--- src/rtl/acc_alu8_pkg.sv ---
package acc_alu8_pkg;

    localparam int DW = 8;

    typedef enum logic [3:0] {
        OP_ADD = 4'd0,
        OP_ADC = 4'd1,
        OP_SUB = 4'd2,
        OP_SBC = 4'd3,
        OP_CMP = 4'd4,
        OP_AND = 4'd5,
        OP_OR  = 4'd6,
        OP_XOR = 4'd7,
        OP_INC = 4'd8,
        OP_DEC = 4'd9,
        OP_CPL = 4'd10,
        OP_SCF = 4'd11,
        OP_CCF = 4'd12,
        OP_DAA = 4'd13,
        OP_RS0 = 4'd14,
        OP_RS1 = 4'd15
    } alu_op_e;

    typedef struct packed {
        logic z;
        logic n;
        logic h;
        logic c;
    } flag_t;

    typedef struct packed {
        logic [DW-1:0] acc;
        flag_t         fl;
    } alu_state_t;

endpackage

--- src/rtl/acc_alu8_arith.sv ---
module acc_alu8_arith
    import acc_alu8_pkg::*;
(
    input  alu_op_e       op,
    input  logic [DW-1:0] a,
    input  logic [DW-1:0] b,
    input  flag_t         f_in,
    output logic [DW-1:0] res,
    output flag_t         f_out
);
    localparam int EW = DW + 2;

    logic [EW-1:0] a_e, b_e, c_e, s_e, x_e;

    always_comb begin
        a_e   = {2'b00, a};
        b_e   = {2'b00, b};
        c_e   = {{(EW-1){1'b0}}, f_in.c};
        s_e   = '0;
        f_out = f_in;
        case (op)
            OP_ADD:         s_e = a_e + b_e;
            OP_ADC:         s_e = a_e + b_e + c_e;
            OP_SUB, OP_CMP: s_e = a_e - b_e;
            OP_SBC:         s_e = a_e - b_e - c_e;
            OP_INC:         s_e = a_e + {{(EW-1){1'b0}}, 1'b1};
            OP_DEC:         s_e = a_e - {{(EW-1){1'b0}}, 1'b1};
            default:        s_e = a_e;
        endcase
        x_e = s_e ^ a_e ^ b_e;
        res = s_e[DW-1:0];
        case (op)
            OP_ADD, OP_ADC: begin
                f_out.n = 1'b0;
                f_out.h = x_e[4];
                f_out.c = s_e[DW];
            end
            OP_SUB, OP_CMP: begin
                f_out.n = 1'b1;
                f_out.h = (a[3:0] < b[3:0]);
                f_out.c = s_e[EW-1];
            end
            OP_SBC: begin
                f_out.n = 1'b1;
                f_out.h = x_e[4];
                f_out.c = s_e[EW-1];
            end
            OP_INC: begin
                f_out.n = 1'b0;
                f_out.h = (s_e[3:0] == 4'h0);
            end
            OP_DEC: begin
                f_out.n = 1'b1;
                f_out.h = (s_e[3:0] == 4'hF);
            end
            default: ;
        endcase
        f_out.z = (res == '0);
    end
endmodule

--- src/rtl/acc_alu8_logic.sv ---
module acc_alu8_logic
    import acc_alu8_pkg::*;
(
    input  alu_op_e       op,
    input  logic [DW-1:0] a,
    input  logic [DW-1:0] b,
    input  flag_t         f_in,
    output logic [DW-1:0] res,
    output flag_t         f_out
);
    always_comb begin
        res   = a;
        f_out = f_in;
        case (op)
            OP_AND: begin
                res   = a & b;
                f_out = '{z: (res == '0), n: 1'b0, h: 1'b1, c: 1'b0};
            end
            OP_OR: begin
                res   = a | b;
                f_out = '{z: (res == '0), n: 1'b0, h: 1'b0, c: 1'b0};
            end
            OP_XOR: begin
                res   = a ^ b;
                f_out = '{z: (res == '0), n: 1'b0, h: 1'b0, c: 1'b0};
            end
            OP_CPL: begin
                res     = ~a;
                f_out.n = 1'b1;
                f_out.h = 1'b1;
            end
            OP_SCF: begin
                f_out.n = 1'b0;
                f_out.h = 1'b0;
                f_out.c = 1'b1;
            end
            OP_CCF: begin
                f_out.n = 1'b0;
                f_out.h = 1'b0;
                f_out.c = ~f_in.c;
            end
            default: ;
        endcase
    end
endmodule

--- src/rtl/acc_alu8_bcd.sv ---
module acc_alu8_bcd
    import acc_alu8_pkg::*;
(
    input  logic [DW-1:0] a,
    input  flag_t         f_in,
    output logic [DW-1:0] res,
    output flag_t         f_out
);
    logic [DW-1:0] corr;

    always_comb begin
        corr = '0;
        if (f_in.h || (a[3:0] > 4'd9)) corr[3:0] = 4'h6;
        if (f_in.c || (a[7:4] > 4'd9)) corr[7:4] = 4'h6;
        res     = f_in.n ? (a - corr) : (a + corr);
        f_out.n = f_in.n;
        f_out.h = 1'b0;
        f_out.c = (corr[7:4] != 4'h0);
        f_out.z = (res == '0);
    end
endmodule

--- src/rtl/acc_alu8.sv ---
module acc_alu8
    import acc_alu8_pkg::*;
#(
    parameter logic [7:0] RST_ACC  = 8'h01,
    parameter logic [3:0] RST_FLAG = 4'hB
) (
    input  logic       clk,
    input  logic       rst,
    input  logic       wr_en,
    input  logic [3:0] op_i,
    input  logic [7:0] opnd_i,
    output logic [7:0] acc_o,
    output logic [7:0] flags_o
);
    alu_state_t    st_q, st_d;
    alu_op_e       op;
    logic [DW-1:0] ar_res, lg_res, bc_res;
    flag_t         ar_fl, lg_fl, bc_fl;

    assign op = alu_op_e'(op_i);

    acc_alu8_arith u_arith (
        .op(op), .a(st_q.acc), .b(opnd_i), .f_in(st_q.fl),
        .res(ar_res), .f_out(ar_fl)
    );
    acc_alu8_logic u_logic (
        .op(op), .a(st_q.acc), .b(opnd_i), .f_in(st_q.fl),
        .res(lg_res), .f_out(lg_fl)
    );
    acc_alu8_bcd u_bcd (
        .a(st_q.acc), .f_in(st_q.fl), .res(bc_res), .f_out(bc_fl)
    );

    always_comb begin
        st_d = st_q;
        if (wr_en) begin
            case (op)
                OP_ADD, OP_ADC, OP_SUB, OP_SBC, OP_INC, OP_DEC:
                    st_d = '{acc: ar_res, fl: ar_fl};
                OP_CMP:
                    st_d.fl = ar_fl;
                OP_AND, OP_OR, OP_XOR, OP_CPL, OP_SCF, OP_CCF:
                    st_d = '{acc: lg_res, fl: lg_fl};
                OP_DAA:
                    st_d = '{acc: bc_res, fl: bc_fl};
                default: ;
            endcase
        end
    end

    always_ff @(posedge clk) begin
        if (rst) st_q <= '{acc: RST_ACC, fl: flag_t'(RST_FLAG)};
        else     st_q <= st_d;
    end

    assign acc_o   = st_q.acc;
    assign flags_o = {st_q.fl, 4'h0};

    a_r2_low_nibble_zero: assert property (@(posedge clk) disable iff (rst)
        flags_o[3:0] == 4'h0);
    a_r3_hold_without_strobe: assert property (@(posedge clk) disable iff (rst)
        !wr_en |=> $stable(acc_o) && $stable(flags_o));
    a_r6_cmp_keeps_acc: assert property (@(posedge clk) disable iff (rst)
        (wr_en && op_i == 4'd4) |=> acc_o == $past(acc_o));
    a_r8_step_keeps_carry: assert property (@(posedge clk) disable iff (rst)
        (wr_en && (op_i == 4'd8 || op_i == 4'd9)) |=> flags_o[4] == $past(flags_o[4]));
    a_r9_cpl_inverts: assert property (@(posedge clk) disable iff (rst)
        (wr_en && op_i == 4'd10) |=> acc_o == ~$past(acc_o));
    a_r10_scf_sets_carry: assert property (@(posedge clk) disable iff (rst)
        (wr_en && op_i == 4'd11) |=> flags_o[6:4] == 3'b001);
    a_r12_daa_keeps_n: assert property (@(posedge clk) disable iff (rst)
        (wr_en && op_i == 4'd13) |=> flags_o[6] == $past(flags_o[6]) && !flags_o[5]);
    a_r13_reserved_hold: assert property (@(posedge clk) disable iff (rst)
        (wr_en && op_i[3:1] == 3'b111) |=> $stable(acc_o) && $stable(flags_o));
endmodule

--- config.mk ---
export PLATFORM = sky130hd
export DESIGN_NAME = acc_alu8
export DESIGN_NICKNAME = d
export VERILOG_FILES = /design/src/rtl/acc_alu8_pkg.sv /design/src/rtl/acc_alu8_arith.sv /design/src/rtl/acc_alu8_logic.sv /design/src/rtl/acc_alu8_bcd.sv /design/src/rtl/acc_alu8.sv
export SDC_FILE = /design/constraint.sdc
export NUM_CORES = 1
export LEC_CHECK = 0
export BUFFER_PORTS_ARGS = -buffer_cell sky130_fd_sc_hd__buf_2
export CAP_MARGIN = 20
export CORE_UTILIZATION = 27
export CTS_CLUSTER_SIZE = 12
export DETAILED_ROUTE_END_ITERATION = 8
export PLACE_DENSITY = 0.42
export RECOVER_POWER = 100
export SYNTH_ARGS = -nofsm -noshare
export SYNTH_HDL_FRONTEND = slang
export SYNTH_SLANG_ARGS = --single-unit
--- constraint.sdc ---
create_clock -name clk -period 5.72 [get_ports clk]
set_clock_uncertainty 0.05 [all_clocks]
set_input_delay 0.286 -clock clk [delete_from_list [all_inputs] [get_ports clk]]
set_output_delay 0.286 -clock clk [all_outputs]
set_load 0.01 [all_outputs]
Yosys cells after proc, flatten, opt, wreduce, memory -nomap -nowiden
Cells that the tools add are included.
W data, S select, Z words.
{"block": "totals", "output_inout_bits": 16, "ff_bits": 12, "in_bits": 15, "word_cells": 82}
{"block": "classes", "muxes": 12, "add_sub_neg": 8, "n_eq_ne": 20, "n_reduce_logical": 26, "bitwise": 8, "n_lt_le_gt_ge": 3}
{"cell": "$pmux W10 S6", "count": 1}
{"cell": "$logic_not A8 Y1", "count": 5}
{"cell": "$pmux W8 S4", "count": 1}
{"cell": "$eq A4 B4 Y1 const B", "count": 7}
{"cell": "$pmux W8 S3", "count": 1}
{"cell": "$eq A4 B3 Y1 const B", "count": 4}
{"cell": "$pmux W4 S3", "count": 1}
{"cell": "$reduce_or A6 Y1", "count": 2}
{"cell": "$add A10 B1 Y10", "count": 1}
{"cell": "$pmux W2 S5", "count": 1}
{"cell": "$sub A10 B1 Y10", "count": 1}
{"cell": "$xor A5 B5 Y5", "count": 2}
{"cell": "$add A8 B1 Y9 const B", "count": 1}
{"cell": "$add A8 B8 Y9", "count": 1}
{"cell": "$sub A8 B1 Y9 const B", "count": 1}
{"cell": "$sub A8 B8 Y9", "count": 1}
{"cell": "$add A8 B7 Y8", "count": 1}
{"cell": "$and A8 B8 Y8", "count": 1}
{"cell": "$eq A4 B2 Y1 const B", "count": 2}
{"cell": "$gt A4 B4 Y1 const B", "count": 2}
{"cell": "$logic_not A4 Y1", "count": 2}
{"cell": "$mux W8", "count": 1}
{"cell": "$ne A4 B2 Y1 const B", "count": 2}
{"cell": "$not A8 Y8", "count": 1}
{"cell": "other kinds (25)", "count": 34}

Logic depth before layout (Yosys ltp)
Gate-level depths: netlist (run 1).
{"block": "depth", "ltp_word": 7, "depth_mapped": 16}

Hierarchy
Synthesis (run 1) repeated with hierarchy kept, for this count alone.
{"block": "unflattened", "hier_cells": 629, "area_unflattened_um2": 4620.7}
{"module": "acc_alu8_arith", "cells_each": 280, "area_per_inst_um2": 2038.2, "instances": 1}
{"module": "acc_alu8", "cells_each": 158, "area_per_inst_um2": 1198.6, "instances": 1}
{"module": "acc_alu8_logic", "cells_each": 133, "area_per_inst_um2": 937.1, "instances": 1}
{"module": "acc_alu8_bcd", "cells_each": 58, "area_per_inst_um2": 446.7, "instances": 1}

Worst setup path after synthesis (run 1)
No wires, ideal clock.
{"block": "synth_timing", "path_kind": "register to register", "from": "register st_q (netlist bit acc_o[0])", "to": "register st_q (netlist bit flags_o[7])", "setup_slack_ns": 2.345, "stages_incl_launch_ff": 14, "synth_period_minus_slack_ns": 3.375, "arrival_ns": 3.229, "t_required_ns": 5.574, "path_buffers": 1, "cell_sequence": "dfxtp_1 > clkbuf_1 > inv_1 > ha_1 > fa_1 > nor3_1 > nor3_2 > or4b_1 > and4_1 > nand3_1 > xor2_1 > o221ai_1 > a21boi_1 > o41ai_2"}
{"block": "synth_via", "elab_chain_len": 7}
{"item": "from (decl)", "line_no": "acc_alu8.sv:15", "rtl": "alu_state_t st_q, st_d;"}
{"item": "from (signal assigned)", "line_no": "acc_alu8.sv:52", "rtl": "if (rst) st_q <= '{acc: RST_ACC, fl: flag_t'(RST_FLAG)};"}
{"item": "from (signal assigned)", "line_no": "acc_alu8.sv:53", "rtl": "else st_q <= st_d;"}
{"item": "parallel branches: the longest is 6 deep, another holds $sub A10 B1 Y10"}
{"item": "$pmux W4 S3 *", "line_no": "acc_alu8.sv:37", "rtl": "case (op)"}
Mark *: on every way between the ends.
A chain may end at the register's enable or synchronous reset.

Worst setup path after layout (run 1)
{"block": "layout_timing", "from": "register st_q (netlist bit acc_o[3])", "to": "register st_q (netlist bit flags_o[7])"}
Same word-level chain as after synthesis.

==> metrics.cfg, run 1 <==
[run_status]
outcome=finished, violations left
violations=max-capacitance violations, max-slew violations

[clock_tree]
clk_pin_slew_ns=0.05
htreeDepth=1
numClockSinks=12
cts_made_buffers=3
cts-root-buf=clkbuf_16
clockBufferDepth=2
postCtsSetupBuffers=0
cts.hold.buffers_added=0
cts_resized=0
clock_latency_ns=0.25
cts_tree=yes

[floorplan]
die_x_um=115
chipHeight_um=115
die_area_um2=13100
core_region_area_um2=12200
row_count=40
initial_core_util_pct=28.1
io_pins=31

[synth]
synthDistinctLibCells=74
syn_area_um2=3420
synth-seq-cells=12
async_reset_ff_share_pct=0
ys_seq_area_share_pct=7.02
synth_top_cell_area_share_pct=14.6
ys.warnings.count=0
synth.avg_cell_area_um2=6.99
synthTopCellsByCount=nor2_1 (56), ha_1 (40), nand2_1 (35)
synth.area.top_cells=ha_1 (15%), dfxtp_1 (7.0%), nor2_1 (6.1%)
synth_edf_count=0
netlist_instances=490
yosysMostFrequentCell=nor2_1
synth_flop_cell=dfxtp_1
yosys.area.top_type=ha_1

[finish]
fin_nets=550
antennaDiodeCount=0
layout-drive-gt1-share_pct=6.30
syn2layout_area_growth_pct=7.02
fin_cells=660
fillCellCount=1368
final_cell_area_um2=3660

[worst_setup_path]
ff2ff_setup_slack_ns=1.19
crit_end=flags_o[7]
reg2reg_depth=12
reg2reg_to=flags_o[7]
cp-startpoint=acc_o[3]
critical-path-top-delay-family=simple AND/OR/NAND/NOR gates
required_ns=5.81
crit_chain=clkbuf_1 -> inv_1 -> ha_1 -> nor2b_1 -> nor3_2 -> xor2_1 -> nor4_1 -> xor2_1 -> nor2_1 -> nor4_1 -> nor2_1 -> o41ai_1
cpPeakStageDelay_ns=0.62
startpoint_type=flip-flop
crit_cells=12
cp_slowest_cell=ha_1
arrival_ns=4.62
critPathMaxFanout=14
critPathKind=reg2reg
cp.buffers_inverters=2
critPathCaptureType=flip-flop
worstReg2RegStart=acc_o[3]

[detailed_routing]
vias=3851
drtPass1Iterations=6
wl_mm=13.8
antenna_left=0
dr.first_iter.drc_count=429
vias_per_cell=5.83
wl_per_cell_um=21.0
drc_errors=0

[pwr]
power.total_mw=0.701
leakage_nw=1.41
power_density_nw_per_um2=191
vdd_drop_max_uv=95.9

[sta]
grt_setup_unrepaired=false
finalHoldViolCount=0
slew_headroom_pct=-9.08
worstMarginPinSlew_ns=1.64
finalCritPeriodShare_pct=79.2
slew_violations=34
timing.fmax_ghz=0.221
tns_ns=0
period_minus_slack_ns=4.53
setup_viol_count_final=0

[placement]
place.gp.congestion=0.891
port_buffers=26
hpwl_mm=10.8
postPlaceCellArea_um2=3610
dp.cells=655

[global_routing]
antenna_found_initial=0
grt_pass1_wl_mm=21.2
grt_max_degree=34
grt_pass1_vias=3671
grt_overflow=0
track_usage_pct=21.2

[hold_path]
hp-class=in2reg
hold_path_depth=2

[run]
cap_violations=1

kinds of logic after synthesis:
group	after synthesis	share of synthesized area, %
AND/OR/NAND/NOR	180	26.8
AO/OA/AOI/OAI	152	31.3
buffers and inverters	65	8.84
adder cells (fa/ha/maj)	42	15.8
XOR/XNOR	35	9.36
flip-flops	12	7.02
multiplexers	3	0.877
other	1	0.110
state kept, by name, indices dropped and copies added, names as in the netlist:
signal   flops
flags_o      4
acc_o        8
layout by cell type, fill, tap and decap left out, types with 14 or more instances in the layout:
cell,instances
nor3_1,17
xnor2_1,22
nand2_1,35
ha_1,40
clkbuf_1,14
nor2_1,56
o21ai_0,22
o22ai_1,16
buf_2,15
inv_1,29
a21oi_1,30
area by class of cell:
cell class,count,area [um^2],area share (%)
clock buffers,4,88.8,2.42
inverters,30,113,3.07
multi-input cells,416,2880,78.5
flip-flops and latches,12,240,6.56
well taps,168,210,5.74
repair buffers,30,135,3.69
worst reg2reg max path, cell delays in order (launching register included):
cell      delay [ns]
dfxtp_1         0.30
clkbuf_1        0.58
inv_1           0.28
ha_1            0.62
nor2b_1         0.14
nor3_2          0.62
xor2_1          0.22
nor4_1          0.40
xor2_1          0.19
nor2_1          0.06
nor4_1          0.55
nor2_1          0.09
o41ai_1         0.33
per-layer routing:
layer  vias up  GRT usage, %  share of wire [%]
li1       1815             -                  -
met1      1855          27.4                 44
met2       151          36.1                 48
met3        30          2.01                5.2
met4         0          8.66                3.0
met5         -             0                  0
worst min path at each step:
stage	from	endpoint	slack, ns
2_1_floorplan	wr_en	flags_o[6]	0.33
3_3_place_gp	flags_o[5]	flags_o[5]	0.50
3_5_place_dp	flags_o[5]	flags_o[5]	0.48
4_1_cts	wr_en	flags_o[6]	0.27
5_1_grt	wr_en	flags_o[6]	0.29
6_report	wr_en	flags_o[6]	0.28
power by group:
group	leakage [nW]	internal [mW]	switching (mW)
Clock	0.0442	0.106	0.0447
Sequential	0.0994	0.0914	0.0196
Combinational	1.27	0.162	0.277
Total	1.41	0.360	0.341
per-stage QoR:
stage | worst slack (ns) | utilization [%] | hold slack, ns
3_3_place_gp | 1.71 | 29.7 | 0.500
4_1_cts | 1.64 | 30.4 | 0.275
3_5_place_dp | 1.66 | 29.7 | 0.475
6_report | 1.19 | 30.1 | 0.282
2_1_floorplan | 2.35 | - | 0.333
5_1_grt | 0.912 | 30.1 | 0.295
No activity file was read; power rests on OpenSTA's default activity.
==> inputs of run 2 (changes only) <==
PLACE_DENSITY = 0.44   (was 0.42)
clock period = 3.9 ns   (was 5.72 ns; I/O delays follow)
==> metrics.cfg, run 2 (synthesis gave the netlist of run 1 again) <==
[clock_tree]
clk_pin_slew_ns=0.05  ; about the same
cts_tree=yes
cts_resized=0  ; unchanged
postCtsSetupBuffers=0  ; unchanged
numClockSinks=12  ; unchanged
clockBufferDepth=2  ; unchanged
cts-root-buf=clkbuf_16
cts_made_buffers=3  ; unchanged
cts.hold.buffers_added=0  ; unchanged
htreeDepth=1  ; unchanged
clock_latency_ns=0.24  ; about the same

[worst_setup_path]
arrival_ns=3.83  ; -0.79 ns
critPathMostFrequentCell=nor2_1
reg2reg_depth=12  ; unchanged
cp.buffers_inverters=1  ; -1
startpoint_type=flip-flop
critPathMaxFanout=7  ; -7
critPathCaptureType=flip-flop
cpPeakStageDelay_ns=0.52  ; -0.10 ns
crit_cells=12  ; unchanged
required_ns=4.00  ; -1.81 ns
critical-path-top-delay-family=simple AND/OR/NAND/NOR gates
cp_slowest_cell=nor4_1
crit_chain=inv_1 -> ha_1 -> fa_1 -> nor3_1 -> nor3_2 -> or4b_1 -> and4_1 -> xor2_1 -> nor2_1 -> nor4_1 -> nor2_1 -> o41ai_2
critPathKind=reg2reg

[detailed_routing]
drtPass1Iterations=6  ; unchanged
vias=3929  ; +2.0%
wl_per_cell_um=20.7  ; -1.1%
antenna_left=0  ; unchanged
vias_per_cell=5.81  ; -0.39%
drc_errors=0  ; unchanged
dr.first_iter.drc_count=500  ; +17%
wl_mm=14.0  ; +1.3%

[floorplan]
chipHeight_um=115  ; unchanged
die_area_um2=13100  ; unchanged
core_region_area_um2=12200  ; unchanged
initial_core_util_pct=28.1  ; unchanged
die_x_um=115  ; unchanged
row_count=40  ; unchanged
io_pins=31  ; unchanged

[pwr]
leakage_nw=1.48  ; +4.8%
clkPwrFrac_pct=18.8  ; -2.7 points
comb_power_share_pct=66.5  ; +3.8 points
swShare_pct=49.2  ; +0.52 points
vdd_drop_max_uv=135  ; +40%
power_density_nw_per_um2=273  ; +42%
internal_power_mw=0.522  ; +45%
p_seq_share_pct=14.7  ; -1.1 points
p_sw_mw=0.506  ; +48%

[finish]
utilization_pct=31.0  ; +0.86 points
layout-drive-gt1-share_pct=9.07  ; +2.8 points
final_cell_area_um2=3770  ; +2.9%
largest_reg_flops=8  ; unchanged
layout_commonest_cell=nor2_1
fin_nets=566  ; +2.9%
final_cell_mix=nor2_1 (56), ha_1 (40), nand2_1 (35)
syn2layout_area_growth_pct=10.1
fin_cells=676  ; +2.4%

[placement]
place.gp.congestion=0.906  ; +1.7%
postPlaceCellArea_um2=3720  ; +3.1%
hpwl_mm=11.0  ; +2.2%
dp.cells=670  ; +2.3%
port_buffers=26  ; unchanged

[global_routing]
antenna_found_initial=0  ; unchanged
grt_max_degree=34  ; unchanged
grt_pass1_wl_mm=21.5  ; +1.7%
grt_overflow=0  ; unchanged
track_usage_pct=21.6  ; +0.40 points
grt_pass1_vias=3724  ; +1.4%

[sta]
setup_viol_count_final=0  ; unchanged
period_minus_slack_ns=3.73  ; -0.802 ns
worstMarginPinSlew_ns=1.43  ; -0.205 ns
slew_violations=0  ; -100%
timing.fmax_ghz=0.268  ; +22%
slew_headroom_pct=4.62  ; +14 points
whs_ns=0.188  ; -0.0939 ns
finalCritPeriodShare_pct=95.6  ; +16 points
tns_ns=0  ; unchanged
grt_setup_unrepaired=false
finalHoldViolCount=0  ; unchanged

[hold_path]
hold_path_depth=2  ; unchanged
hp-class=in2reg

[run]
cap_violations=0  ; -1

[run_status]
outcome=finished, final reports clean

run 2: cell count changes in the layout (fill, tap and decap cells not counted):
cell / delta
diode_2: +1
o21ai_1: +1
o41ai_2: +1
o21ai_0: -1
clkbuf_1: +1
buf_4: +12
o41ai_1: -1
clkbuf_8: -1
buf_2: +3
run 2: worst paths after layout:
path	startpoint	endpoint	slack, ns
setup / recovery	acc_o[0]	flags_o[7]	0.17
hold / removal	wr_en	flags_o[6]	0.19
setup reg to reg	acc_o[0]	flags_o[7]	0.17
hold reg to reg	flags_o[5]	flags_o[5]	0.51
run 2: per-layer routing:
| layer | wire, um | vias to the layer above | track usage (%) |
|---|---|---|---|
| met5 | 0 | - | 0 |
| met4 | 436 | 0 | 7.45 |
| met3 | 879 | 33 | 2.28 |
| met2 | 6560 | 189 | 36.4 |
| met1 | 6140 | 1850 | 28.7 |
| li1 | - | 1857 | - |
run 2: cell type report:
| type | instances | area, um^2 |
|---|---|---|
| clock buffer | 3 | 75.1 |
| fill | 1371 | 8390 |
| antenna | 1 | 2.50 |
| sequential | 12 | 240 |
| inverter | 30 | 113 |
| tap | 168 | 210 |
| timing repair buffer | 46 | 244 |
| multi-input combinational | 416 | 2880 |
run 2: stage by stage:
stage | worst slack [ns] | total power, mW
floorplan | 0.525 | 0.636
global placement | 0.357 | 0.832
detailed placement | 0.300 | 0.824
CTS | 0.260 | 1.03
global route | 0.0342 | 1.10
finish | 0.172 | 1.03
run 2: power by group through the flow:
stage / combinational, mW / sequential, mW / clock, mW
after CTS: 0.676 / 0.151 / 0.198
after floorplan: 0.480 / 0.156 / 0
after global placement: 0.680 / 0.152 / 0
final: 0.684 / 0.151 / 0.194
after global routing: 0.741 / 0.153 / 0.203
after detailed placement: 0.671 / 0.153 / 0
run 2: worst register-to-register path: cells and delay by family (launching register included):
kind	cells	cell delay [ns]
buf+inv	1	0.09
xor+xnor	1	0.18
fa+ha+maj	2	0.68
flops	1	0.45
simple gates	7	1.84
compound gates	1	0.33
